$ cat src/rtl/msref_pkg.sv
package msref_pkg;
  typedef enum logic [1:0] {
    ST_TRACK = 2'd0,
    ST_LOCAL = 2'd1,
    ST_HOLD  = 2'd2,
    ST_FREE  = 2'd3
  } msref_state_e;
endpackage

$ cat src/rtl/msref_prio_pick.sv
module msref_prio_pick #(
  parameter int NUM_REFS = 6,
  parameter int IDX_W    = 3
) (
  input  logic [NUM_REFS-1:0]       qual_i,
  input  logic [NUM_REFS*IDX_W-1:0] prio_tbl_i,
  input  logic                      manual_en_i,
  input  logic [IDX_W-1:0]          manual_sel_i,
  output logic                      found_o,
  output logic [IDX_W-1:0]          idx_o
);
  localparam int QX = 1 << IDX_W;

  logic [QX-1:0]       qual_x;
  logic [IDX_W-1:0]    rank_idx [NUM_REFS];
  logic [NUM_REFS-1:0] rank_hit;

  assign qual_x = QX'(qual_i);

  for (genvar k = 0; k < NUM_REFS; k++) begin : g_rank
    assign rank_idx[k] = prio_tbl_i[k*IDX_W +: IDX_W];
    assign rank_hit[k] = qual_x[rank_idx[k]];
  end

  always_comb begin
    found_o = 1'b0;
    idx_o   = '1;
    if (manual_en_i) begin
      if (qual_x[manual_sel_i]) begin
        found_o = 1'b1;
        idx_o   = manual_sel_i;
      end
    end else begin
      // lowest rank wins: scan from the bottom up
      for (int k = NUM_REFS - 1; k >= 0; k--) begin
        if (rank_hit[k]) begin
          found_o = 1'b1;
          idx_o   = rank_idx[k];
        end
      end
    end
  end
endmodule

$ cat src/rtl/msref_soak.sv
module msref_soak #(
  parameter int SOAK_TICKS = 10000
) (
  input  logic clk_i,
  input  logic rst_ni,
  input  logic run_i,
  input  logic tick_i,
  output logic done_o
);
  localparam int CNT_W = $clog2(SOAK_TICKS + 1);
  localparam logic [CNT_W-1:0] LAST = CNT_W'(SOAK_TICKS - 1);

  logic [CNT_W-1:0] cnt_q;

  assign done_o = run_i && tick_i && (cnt_q == LAST);

  always_ff @(posedge clk_i or negedge rst_ni) begin
    if (!rst_ni)          cnt_q <= '0;
    else if (!run_i)      cnt_q <= '0;
    else if (done_o)      cnt_q <= '0;
    else if (tick_i)      cnt_q <= cnt_q + 1'b1;
  end
endmodule

$ cat src/rtl/msref_ind.sv
module msref_ind
  import msref_pkg::*;
#(
  parameter int NUM_REFS = 6,
  parameter int IDX_W    = 3
) (
  input  logic               slave_q_i,
  input  msref_state_e       state_i,
  input  logic [IDX_W-1:0]   sel_i,
  input  logic               lock_det_i,
  output logic [NUM_REFS-1:0] ref_ind_o,
  output logic               free_run_o,
  output logic               holdover_o,
  output logic               alarm_o,
  output logic               lock_o,
  output logic               wide_bw_o
);
  logic on_local, tracking;

  assign on_local = (state_i == ST_LOCAL);
  assign tracking = (state_i == ST_TRACK);

  for (genvar r = 0; r < NUM_REFS; r++) begin : g_ind
    assign ref_ind_o[r] = !slave_q_i && on_local && (sel_i == IDX_W'(r));
  end

  assign free_run_o = !slave_q_i && (state_i == ST_FREE);
  assign holdover_o = !slave_q_i && (state_i == ST_HOLD);
  assign wide_bw_o  = slave_q_i && tracking;

  always_comb begin
    if (slave_q_i) begin
      alarm_o = !tracking;
      lock_o  = tracking ? lock_det_i : 1'b1;
    end else begin
      alarm_o = !on_local;
      lock_o  = on_local && lock_det_i;
    end
  end
endmodule

$ cat src/rtl/msref_ctrl.sv
module msref_ctrl
  import msref_pkg::*;
#(
  parameter int NUM_REFS   = 6,
  parameter int OFS_W      = 12,
  parameter int HOLD_PPM   = 125,
  parameter int SOAK_TICKS = 10000,
  parameter int STAT_W     = 8
) (
  input  logic                              clk_i,
  input  logic                              rst_ni,
  input  logic                              slave_mode_i,
  input  logic                              tick_i,
  input  logic                              mst_present_i,
  input  logic signed [OFS_W-1:0]           mst_offset_i,
  input  logic [NUM_REFS-1:0]               ref_qual_i,
  input  logic [NUM_REFS*$clog2(NUM_REFS+2)-1:0] prio_tbl_i,
  input  logic                              manual_en_i,
  input  logic [$clog2(NUM_REFS+2)-1:0]     manual_sel_i,
  input  logic                              lock_det_i,
  output logic [$clog2(NUM_REFS+2)-1:0]     ref_sel_o,
  output logic                              wide_bw_o,
  output logic [NUM_REFS-1:0]               ref_ind_o,
  output logic                              free_run_o,
  output logic                              holdover_o,
  output logic                              alarm_o,
  output logic                              lock_o,
  output logic [STAT_W-1:0]                 status_o
);
  localparam int IDX_W = $clog2(NUM_REFS + 2);
  localparam logic [IDX_W-1:0] MST_IDX  = IDX_W'(NUM_REFS);
  localparam logic [IDX_W-1:0] NONE_IDX = '1;
  localparam int MAG_W = OFS_W + 1;

  msref_state_e      state_q, state_d;
  logic              slave_q;
  logic [IDX_W-1:0]  sel_q, sel_d;
  logic              had_lock_q;
  logic              pick_found;
  logic [IDX_W-1:0]  pick_idx;
  logic              in_range, fallback_slave, soak_done;
  logic signed [MAG_W-1:0] ofs_ext, ofs_mag;

  assign ofs_ext  = MAG_W'(mst_offset_i);
  assign ofs_mag  = ofs_ext[MAG_W-1] ? -ofs_ext : ofs_ext;
  assign in_range = mst_present_i && (ofs_mag <= MAG_W'(HOLD_PPM));

  msref_prio_pick #(.NUM_REFS(NUM_REFS), .IDX_W(IDX_W)) u_pick (
    .qual_i      (ref_qual_i),
    .prio_tbl_i  (prio_tbl_i),
    .manual_en_i (manual_en_i),
    .manual_sel_i(manual_sel_i),
    .found_o     (pick_found),
    .idx_o       (pick_idx)
  );

  assign fallback_slave = slave_q && slave_mode_i && (state_q != ST_TRACK);

  msref_soak #(.SOAK_TICKS(SOAK_TICKS)) u_soak (
    .clk_i (clk_i),
    .rst_ni(rst_ni),
    .run_i (fallback_slave && in_range),
    .tick_i(tick_i),
    .done_o(soak_done)
  );

  always_comb begin
    logic go_track;
    if (!slave_mode_i)                          go_track = 1'b0;
    else if (!slave_q || state_q == ST_TRACK)   go_track = in_range;
    else                                        go_track = soak_done;

    if (go_track) begin
      state_d = ST_TRACK;
      sel_d   = MST_IDX;
    end else if (pick_found) begin
      state_d = ST_LOCAL;
      sel_d   = pick_idx;
    end else begin
      state_d = had_lock_q ? ST_HOLD : ST_FREE;
      sel_d   = NONE_IDX;
    end
  end

  always_ff @(posedge clk_i or negedge rst_ni) begin
    if (!rst_ni) begin
      state_q    <= ST_FREE;
      slave_q    <= 1'b0;
      sel_q      <= NONE_IDX;
      had_lock_q <= 1'b0;
    end else begin
      state_q    <= state_d;
      slave_q    <= slave_mode_i;
      sel_q      <= sel_d;
      had_lock_q <= had_lock_q ||
                    (lock_det_i && (state_q == ST_LOCAL || state_q == ST_TRACK));
    end
  end

  msref_ind #(.NUM_REFS(NUM_REFS), .IDX_W(IDX_W)) u_ind (
    .slave_q_i (slave_q),
    .state_i   (state_q),
    .sel_i     (sel_q),
    .lock_det_i(lock_det_i),
    .ref_ind_o (ref_ind_o),
    .free_run_o(free_run_o),
    .holdover_o(holdover_o),
    .alarm_o   (alarm_o),
    .lock_o    (lock_o),
    .wide_bw_o (wide_bw_o)
  );

  assign ref_sel_o = sel_q;
  assign status_o  = STAT_W'({sel_q, state_q, slave_q});
endmodule

$ cat config.mk
export PLATFORM = sky130hd
export DESIGN_NAME = msref_ctrl
export DESIGN_NICKNAME = d
export VERILOG_FILES = /design/src/rtl/msref_pkg.sv /design/src/rtl/msref_prio_pick.sv /design/src/rtl/msref_soak.sv /design/src/rtl/msref_ind.sv /design/src/rtl/msref_ctrl.sv
export SDC_FILE = /design/constraint.sdc
export NUM_CORES = 1
export LEC_CHECK = 0
export ABC_CLOCK_PERIOD_IN_PS = 2400
export BUFFER_PORTS_ARGS = -buffer_cell sky130_fd_sc_hd__buf_2
export CORE_MARGIN = 2
export CORE_UTILIZATION = 44
export DETAILED_ROUTE_END_ITERATION = 16
export GPL_TIMING_DRIVEN = 0
export PLACE_DENSITY = 0.7
export SKIP_LAST_GASP = 1
export SYNTH_ARGS = -nofsm -noshare
export SYNTH_HDL_FRONTEND = slang
export SYNTH_SLANG_ARGS = --single-unit
$ cat constraint.sdc
create_clock -name clk_i -period 2.4 [get_ports clk_i]
set_input_delay 0.36 -clock clk_i [delete_from_list [all_inputs] [get_ports clk_i]]
set_output_delay 0.36 -clock clk_i [all_outputs]
set_load 0.05 [all_outputs]
### Word-level counts from Yosys, hierarchy flattened

Index checks and enable logic that the tools add are counted.

* register bits after elaboration: 21
* input port bits: 46

* add/sub/neg operators: 2
* order comparisons: 8
* equality and inequality tests: 10
* multiplexer cells: 44
* reduce and logical (&&, ||, !) cells: 27

Operators by type and width (count)
* 14-bit 2-to-1 mux: 3
* 3-bit 2-to-1 mux: 10
* 3-bit by 4-bit less-than comparator with 1-bit output (second input constant): 7
* 1-bit binary-select mux with 3-bit select: 7
* 1-bit 2-to-1 mux: 21
* 1-bit logical AND: 18
* 14-bit by 1-bit adder with 14-bit output (second input constant): 1
* 14-bit == test (second input constant): 1
* 13-bit by 8-bit less-or-equal comparator with 1-bit output (second input constant): 1
* 13-bit 2-to-1 mux: 1
* 12-bit negation with 13-bit output: 1
* 3-bit by 2-bit == test with 1-bit output (second input constant): 2
* 3-bit == test (second input constant): 2
* 2-bit == test (second input constant): 2
* 2-bit 2-to-1 mux: 2
* 3-bit by 1-bit == test with 1-bit output (second input constant): 1
* 1-bit logical NOT: 3
* 3-bit logical NOT: 1
* 1-bit logical OR: 3
* 3-bit inequality test (second input constant): 1
* 2-bit by 1-bit == test with 1-bit output (second input constant): 1
* 2-bit logical NOT: 1
* 2-bit nonzero test: 1

### Longest topological paths before layout

Gate-level depths: netlist of the first run.

* depth after elaboration: 11
* gate-level depth with buffers: 9

### Hierarchy

From an unflattened synthesis of the first run, not the netlist that was laid out.

* cell total of the unflattened synthesis: 258
* area total of the unflattened synthesis: 2183.3 um^2

Modules (own cells, without submodules)
* msref_soak: times used 1, cells an instance 87, area an instance 803.3 um^2
* msref_prio_pick: times used 1, cells an instance 88, area an instance 688.2 um^2
* msref_ctrl: times used 1, cells an instance 62, area an instance 554.3 um^2
* msref_ind: times used 1, cells an instance 21, area an instance 137.6 um^2

### Worst setup path after synthesis of the first run

Ideal clock, no wire load.

* kind: reg2out
* from: register state_q[0]
* to: output port ref_ind_o[0]
* data arrival time: 2.249 ns
* required time: 2.040 ns
* setup slack: -0.209 ns
* stages on the path, launching flop included: 4
* cells stage by stage: dfstp_2 nand2b_1 or3_1 nor3_1

* cells in the longest elaborated chain, start to end: 3

RTL lines
* start, declared: line msref_ctrl.sv:35 `msref_state_e state_q, state_d;`
* start signal, assigned: line msref_ctrl.sv:92 `state_q <= state_d;`
* 2-bit by 1-bit == test with 1-bit output: line msref_ind.sv:20 `assign on_local = (state_i == ST_LOCAL);`
* 1-bit logical AND (2 in series): line msref_ind.sv:24 `assign ref_ind_o[r] = !slave_q_i && on_local && (sel_i == IDX_W'(r));`
* end, declared: line msref_ctrl.sv:23 `output logic [NUM_REFS-1:0] ref_ind_o,`

Every way passes these cells.

### Worst setup path in the final report of the first run

* from: input port ref_qual_i[2]
* to: register state_q[0]

* cells in the longest elaborated chain, start to end: 11

RTL lines
* start, declared: line msref_ctrl.sv:16 `input logic [NUM_REFS-1:0] ref_qual_i,`
* 1-bit binary-select mux with 3-bit select: line msref_prio_pick.sv:22 `assign rank_hit[k] = qual_x[rank_idx[k]];`
* 1-bit 2-to-1 mux (not written as such): line msref_prio_pick.sv:22
* 1-bit 2-to-1 mux (6 in series): line msref_prio_pick.sv:36 `if (rank_hit[k]) begin`
* 1-bit 2-to-1 mux (*): line msref_prio_pick.sv:28 `if (manual_en_i) begin`
* 2-bit 2-to-1 mux (*): line msref_ctrl.sv:76 `end else if (pick_found) begin`
* 2-bit 2-to-1 mux (*): line msref_ctrl.sv:73 `if (go_track) begin`
* named net state_d[0]: line msref_ctrl.sv:35

Mark *: on every way through the listed nets, which the timed path passes. The rest lies on a longest branch. The select of a mux whose other input is x is not followed.
A chain may end at the register's enable or synchronous reset.

==> impl_results.md, run 1 <==
- Status: complete, no violations
- Yosys reg bits: 21
- Drt pass-1 iters: 4
- Cell Pwr Density: a little over 400 mW/mm2
- I/O Buffers: 64
- Antenna diode count: 0
- Max-capacitance violation count: 0
- Clock Power Share: a little over a fifth
- Antenna Nets Post-Route: 0
- Combinational Power Share: between 40% and 50%
- Post-synthesis sequential area ratio: 24.0%
- Final std cells w/o fill: between 400 and 500
- Slew @ Worst Pin: a little over 0.8 ns
- Uppermost layer routed: met4
- Peak Freq: ~470 MHz
- WL met3: 292 um
- Post-synthesis area per instance: a little under 8 um2
- Num rows: 25
- Clock Skew: roughly 0.0046 ns
- Routability cong.: between 0.9 and 1
- Root buf cell: clkbuf_8
- Final hold violations: 0
- Post_cts resized: 0
- Worst-path clk slew: ~0.07 ns
- CP max stage cell: or4_4
- Chip width: 74.9 um
- Filler cells: roughly 480
- Asr flop ratio synth: 100%
- Htree depth: 1
- CP cell instances: buf_2, mux2_1, a222oi_1, nand2_1, or4_4, and2_4, o21a_1
- Tot Pwr: roughly 1.1 mW
- RSZ-0062 raised after global routing: no
- Starting density of the core: 46.2%
- Cell variety after synth: 66
- YS warnings: 0
- Crit path required time: ~2.6 ns
- DRT iter0 DRCs: between 100 and 150
- Met2 wire len: roughly 2500 um
- Number of synthesized flops with an enable pin: 0
- Core area: 0.00479 mm2
- Final WL: between 5000 and 6000 um
- Internal power: 662 uW
- Lkg Pwr: between 1 and 1.5 nW
- Vias in the first global route: approximately 2.1k
- Vias/cell: 5.51
- Area delta synth->final: 21.2%
- Top_reg_cell synth: dfrtp_1
- GRT overflow: 0
- Seq pwr share: between 30% and 40%
- Utilization after layout: a little under three fifths
- TritonCTS clock tree: yes
- Crit path DAT: 2.31 ns
- Final #Nets: 397
- CP Capture Type: flop
- Crit-path max cell delay: between 0.5 and 0.6 ns
- Die area: ~0.0056 mm2
- Tmin final: ~2.1 ns
- Clk Latency, worst-skew pair: 0.26 ns
- Crit share post-route: 88.4%
- Clk sink count: 21
- Setup crit start kind: primary input
- First-pass GRT wire length: about 9000 um
- Total CTS buffers: 3
- Slew headroom: a little under half
- Crit-path max FO: 7
- Sw frac: approximately 39%
- Worst IR Drop VDD: approximately 0.00017 V
- Largest net degree at the start of global routing: 22
- Initial antenna violation count: 0
- Post-DR wirelength/cell: approximately 13 um
- Worst Setup Path Type: primary input to flop
- Clk buf depth: 2
- Gr usage total: between 20% and 30%
- Hpwl dp: about 4400 um
- Placed insts: 411
- Post-CTS setup repair buffer count: 0
- Die Span Y: 74.9 um
- Hold-fix buffers, CTS: 0
- # IOs: between 60 and 70
- Netlist Area Pre-Place: approximately 0.0022 mm2
- Post-Syn Instances: around 280
- Via count: about 2.3k
- Layout cells sized above 1: between 30% and 40%
- Fin Setup TNS: 0 ns
- Setup violators final: 0
- M1 WL: 2590 um
- HP Class: primary input to async pin
- Slew Limit Fails: 0
- DRC Markers: 0
- FF/Latch Area: roughly 530 um2
- Psw: approximately 420 uW
- Area of the multi-input gates: ~0.0016 mm2
[per-layer routing]
metal  vias to the layer above  global-route usage (%)
met5                         -                       0
met4                         0                    5.36
li1                       1176                       -
met3                         6                    2.68
met2                        66                    32.8
met1                      1038                    29.2
[synth_stat cells (4+ instances only)]
library cell	instances	area, um2
a22oi_1	6	45.0
xnor2_1	5	43.8
nor4_1	5	31.3
and3_1	5	31.3
nand2_1	25	93.8
nand3_1	5	25.0
inv_1	13	48.8
mux2i_1	6	60.1
nand2b_1	4	25.0
mux2_2	11	124
buf_4	6	45.0
a21oi_1	14	70.1
dfrtp_1	16	400
or2_2	6	37.5
dfstp_2	5	131
or3_1	4	25.0
nand4_1	7	43.8
nor3_1	12	60.1
o21ai_0	15	75.1
nor2b_1	6	37.5
nor2_1	35	131
[final timing paths]
| kind | endpoint | slack [ns] | start | cells after the start |
|---|---|---|---|---|
| setup / recovery | state_q[0] | 0.28 | ref_qual_i[2] | 7 |
| hold / removal | u_soak.cnt_q[9] | 0.04 | rst_ni | 1 |
| setup reg to reg | u_soak.cnt_q[3] | 0.31 | u_soak.cnt_q[4] | 6 |
| hold reg to reg | had_lock_q | 0.48 | had_lock_q | 1 |
| max in group asynchronous | ref_sel_o[0] | 2.02 | rst_ni | 1 |
| min in group clk_i | slave_q | 0.22 | slave_mode_i | 1 |
[layout by cell type (no fill, tap or decap), types with 6 or more instances in the layout]
master,netlist,layout
a21oi_1,14,14
a22oi_1,6,6
buf_2,1,65
buf_4,6,6
dfrtp_1,16,16
inv_1,13,13
mux2_2,11,11
mux2i_1,6,6
nand2_1,25,25
nand4_1,7,7
nor2_1,35,35
nor2b_1,6,6
nor3_1,12,9
o21ai_0,15,15
or2_2,6,6
[worst max-delay path: cells and delay by family]
kind	cells	cell delay, ns
buf+inv	1	0.15
simple gates	3	0.84
compound gates	2	0.62
mux	1	0.34
[cell type report]
| cell class | count | area share, % |
|---|---|---|
| inverters | 13 | 1.82 |
| repair buffers | 64 | 12.0 |
| plain buffers | 10 | 2.80 |
| multi-input cells | 236 | 58.8 |
| flip-flops and latches | 21 | 19.8 |
| clock buffers | 4 | 1.68 |
| well taps | 67 | 3.13 |
[power groups by stage]
| stage | Clock (mW) | Combinational (mW) | Sequential, mW |
|---|---|---|---|
| 2_1_floorplan | 0 | 0.281 | 0.445 |
| 3_3_place_gp | 0 | 0.456 | 0.406 |
| 3_5_place_dp | 0 | 0.460 | 0.407 |
| 4_1_cts | 0.233 | 0.461 | 0.400 |
| 5_1_grt | 0.246 | 0.504 | 0.402 |
| 6_report | 0.225 | 0.461 | 0.399 |
[per-stage QoR]
| step | setup slack (ns) | hold slack (ns) | area (um2) |
|---|---|---|---|
| after floorplan | 0.0911 | 0.0644 | 2230 |
| after global placement | 0.0433 | 0.338 | 2640 |
| after detailed placement | 0.00991 | 0.342 | 2640 |
| after CTS | 0.267 | 0.0579 | 2680 |
| after global routing | 0.0339 | 0.0684 | 2680 |
| final | 0.278 | 0.0398 | 2680 |
[logic make-up after synthesis]
logic type,synth area share [%]
and+or+nand+nor,31.4
AOI/OAI and AO/OA,22.4
buffers and inverters,5.60
muxes,12.0
DFF,24.0
xor gates and xnor gates,3.17
adders and majority gates,1.13
other,0.170
[flip-flops by register name (all words and copies together), names as in the netlist]
signal        cells
u_soak.cnt_q     14
ref_sel_o         3
state_q           2
had_lock_q        1
slave_q           1
Note: power is estimated with default switching activity, not from simulation.
==> run 2, diff against run 1 <==
Settings changed: CELL_PAD_IN_SITES_DETAIL_PLACEMENT set to 1, CELL_PAD_IN_SITES_GLOBAL_PLACEMENT set to 1, CORE_ASPECT_RATIO set to 1.25, CORE_UTILIZATION 44 to 37, PLACE_DENSITY 0.7 to not set, PLACE_DENSITY_LB_ADDON set to 0.1.
==> run 2 against run 1 <==
Against the previous run: wire length rose by 17%; critical path depth rose by 3; via count rose by 4.2%; clock skew fell by 0.0016 ns; core utilization fell by 9.5 points; largest cell class unchanged.
==> impl_results.md, run 2 (same netlist as run 1, synthesis figures left out) <==
- Filler cells: 742 (was 477)
- Starting density of the core: 38.3% (was 46.2%)
- Root buf cell: clkbuf_8 (unchanged)
- Final WL: 6410 um (was 5460 um)
- Via count: 2,381 (was 2,286)
- Crit path required time: 2.55 ns (was 2.59 ns)
- Gr usage total: 20.2% (was 20.5%)
- Area delta synth->final: 21.4% (was 21.2%)
- Clk sink count: 21 (unchanged)
- Lkg Pwr: 1.15 nW (about the same)
- Slew @ Worst Pin: 0.568 ns (was 0.815 ns)
- # IOs: 68 (unchanged)
- Die Span Y: 90.5 um (was 74.9 um)
- Total CTS buffers: 3 (unchanged)
- Slew headroom: 61.9% (was 45.2%)
- RSZ-0062 raised after global routing: no (unchanged)
- Crit-path max FO: 10 (was 7)
- Clock Skew: 0.00305 ns (was 0.00462 ns)
- Routability cong.: 0.853 (was 0.901)
- Reg2reg start: u_soak.cnt_q[0] (was u_soak.cnt_q[4])
- Crit path DAT: 2.31 ns (about the same)
- Final hold violations: 0 (unchanged)
- Worst-path clk slew: 0.08 ns (was 0.07 ns)
- Core area: 0.00578 mm2 (was 0.00479 mm2)
- Post-CTS setup repair buffer count: 0 (unchanged)
- Die area: 0.00662 mm2 (was 0.00561 mm2)
- Clk buf depth: 2 (unchanged)
- Slew Limit Fails: 0 (unchanged)
- Antenna diode count: 0 (unchanged)
- HP Class: primary input to async pin (unchanged)
- Antenna Nets Post-Route: 0 (unchanged)
- I/O Buffers: 64 (unchanged)
- Post-DR wirelength/cell: 15.5 um (was 13.2 um)
- Hold WS: 0.0491 ns (was 0.0398 ns)
- Worst IR Drop VDD: 0.000178 V (was 0.000169 V)
- Cell Pwr Density: 410 mW/mm2 (was 405 mW/mm2)
- Max-capacitance violation count: 0 (unchanged)
- Vias/cell: 5.75 (was 5.51)
- CP Capture Type: flop (unchanged)
- Vias in the first global route: 2,482 (was 2,144)
- Clk Latency, worst-skew pair: 0.26 ns (about the same)
- Status: complete, no violations (unchanged)
- First-pass GRT wire length: 11,100 um (was 9270 um)
- FF-to-FF setup slack: 0.47 ns (was 0.31 ns)
- Final Cell Area: 0.00269 mm2 (was 0.00268 mm2)
- Crit share post-route: 90.2% (was 88.4%)
- DRT iter0 DRCs: 61 (was 146)
- Setup violators final: 0 (unchanged)
- Peak Freq: 462 MHz (was 471 MHz)
- Hold-fix buffers, CTS: 0 (unchanged)
- Max FFs per register: 14 (unchanged)
- R2R depth: 6 (unchanged)
- Setup crit start kind: primary input (unchanged)
- Post_cts resized: 0 (unchanged)
- Tmin final: 2.16 ns (was 2.12 ns)
- Biggest register: u_soak.cnt_q (unchanged)
- Initial antenna violation count: 0 (unchanged)
- Layout cells sized above 1: 32.5% (was 31.9%)
- Chip width: 73.2 um (was 74.9 um)
- Fin Setup TNS: 0 ns (unchanged)
- Largest net degree at the start of global routing: 22 (unchanged)
- Dpl cell area: 0.00263 mm2 (was 0.00264 mm2)
- TritonCTS clock tree: yes (unchanged)
- Final #Nets: 397 (unchanged)
- Htree depth: 1 (unchanged)
- GRT overflow: 0 (unchanged)
- Worst R2R End: ref_sel_o[0] (was u_soak.cnt_q[3])
- Utilization after layout: 46.5% (was 56.0%)
- DRC Markers: 0 (unchanged)
- Commonest non-fill, non-tap cell in the layout: buf_2 (unchanged)
- Worst Setup Path Type: primary input to flop (unchanged)
- Drt pass-1 iters: 4 (unchanged)
- Hpwl dp: 5250 um (was 4360 um)
- Num rows: 31 (was 25)
- Commonest non-fill, non-tap cells in the layout: buf_2 (65), nor2_1 (35), nand2_1 (25), dfrtp_1 (16), o21ai_0 (15) (unchanged)
==> run 2: final cells by class <==
type / instances / area, um2 / area share, %
multi-input cells: 236 / 1580 / 58.9
plain buffers: 10 / 75.1 / 2.80
well taps: 66 / 82.6 / 3.08
clock inverters: 1 / 5.00 / 0.186
repair buffers: 64 / 320 / 11.9
inverters: 13 / 48.8 / 1.82
flip-flops and latches: 21 / 532 / 19.8
clock buffers: 3 / 41.3 / 1.54
==> run 2: worst max-delay path by stage <==
| stage | start | to | slack (ns) | cells past startpoint |
|---|---|---|---|---|
| floorplan | state_q[1] | holdover_o | 0.09 | 2 |
| CTS | mst_offset_i[0] | u_soak.cnt_q[13] | 0.21 | 10 |
| detailed placement | mst_offset_i[1] | u_soak.cnt_q[3] | -0.06 | 10 |
| finish | mst_offset_i[0] | u_soak.cnt_q[3] | 0.24 | 10 |
| global route | mst_offset_i[1] | u_soak.cnt_q[6] | 0.05 | 10 |
| global placement | mst_offset_i[1] | u_soak.cnt_q[0] | -0.04 | 10 |
==> run 2: worst max-delay path, stage by stage <==
cell      delay [ns]
buf_2           0.11
inv_1           0.04
ha_1            0.25
nor3b_1         0.17
nor4_1          0.16
a221oi_1        0.08
o41a_2          0.54
nand3_1         0.23
buf_2           0.29
nor2_1          0.08
==> run 2: report_power, final <==
group / switching [mW] / leakage, nW / total (mW) / internal, mW
registers: 0.0239 / 0.269 / 0.400 / 0.376
logic: 0.297 / 0.860 / 0.466 / 0.168
clock network: 0.121 / 0.0255 / 0.237 / 0.116
==> run 2: per-layer routing <==
| layer | track usage, % | wire [um] |
|---|---|---|
| met5 | 0 | 0 |
| met4 | 4.78 | 70 |
| met3 | 1.12 | 171 |
| met2 | 37.8 | 3420 |
| met1 | 24.3 | 2750 |
==> run 2: metrics by stage <==
step / total power [mW] / setup WS (ns) / cells
floorplan: 0.725 / 0.0911 / 280
finish: 1.10 / 0.236 / 414
CTS: 1.11 / 0.210 / 414
global route: 1.17 / 0.0493 / 414
detailed placement: 0.876 / -0.0642 / 410
global placement: 0.870 / -0.0418 / 410
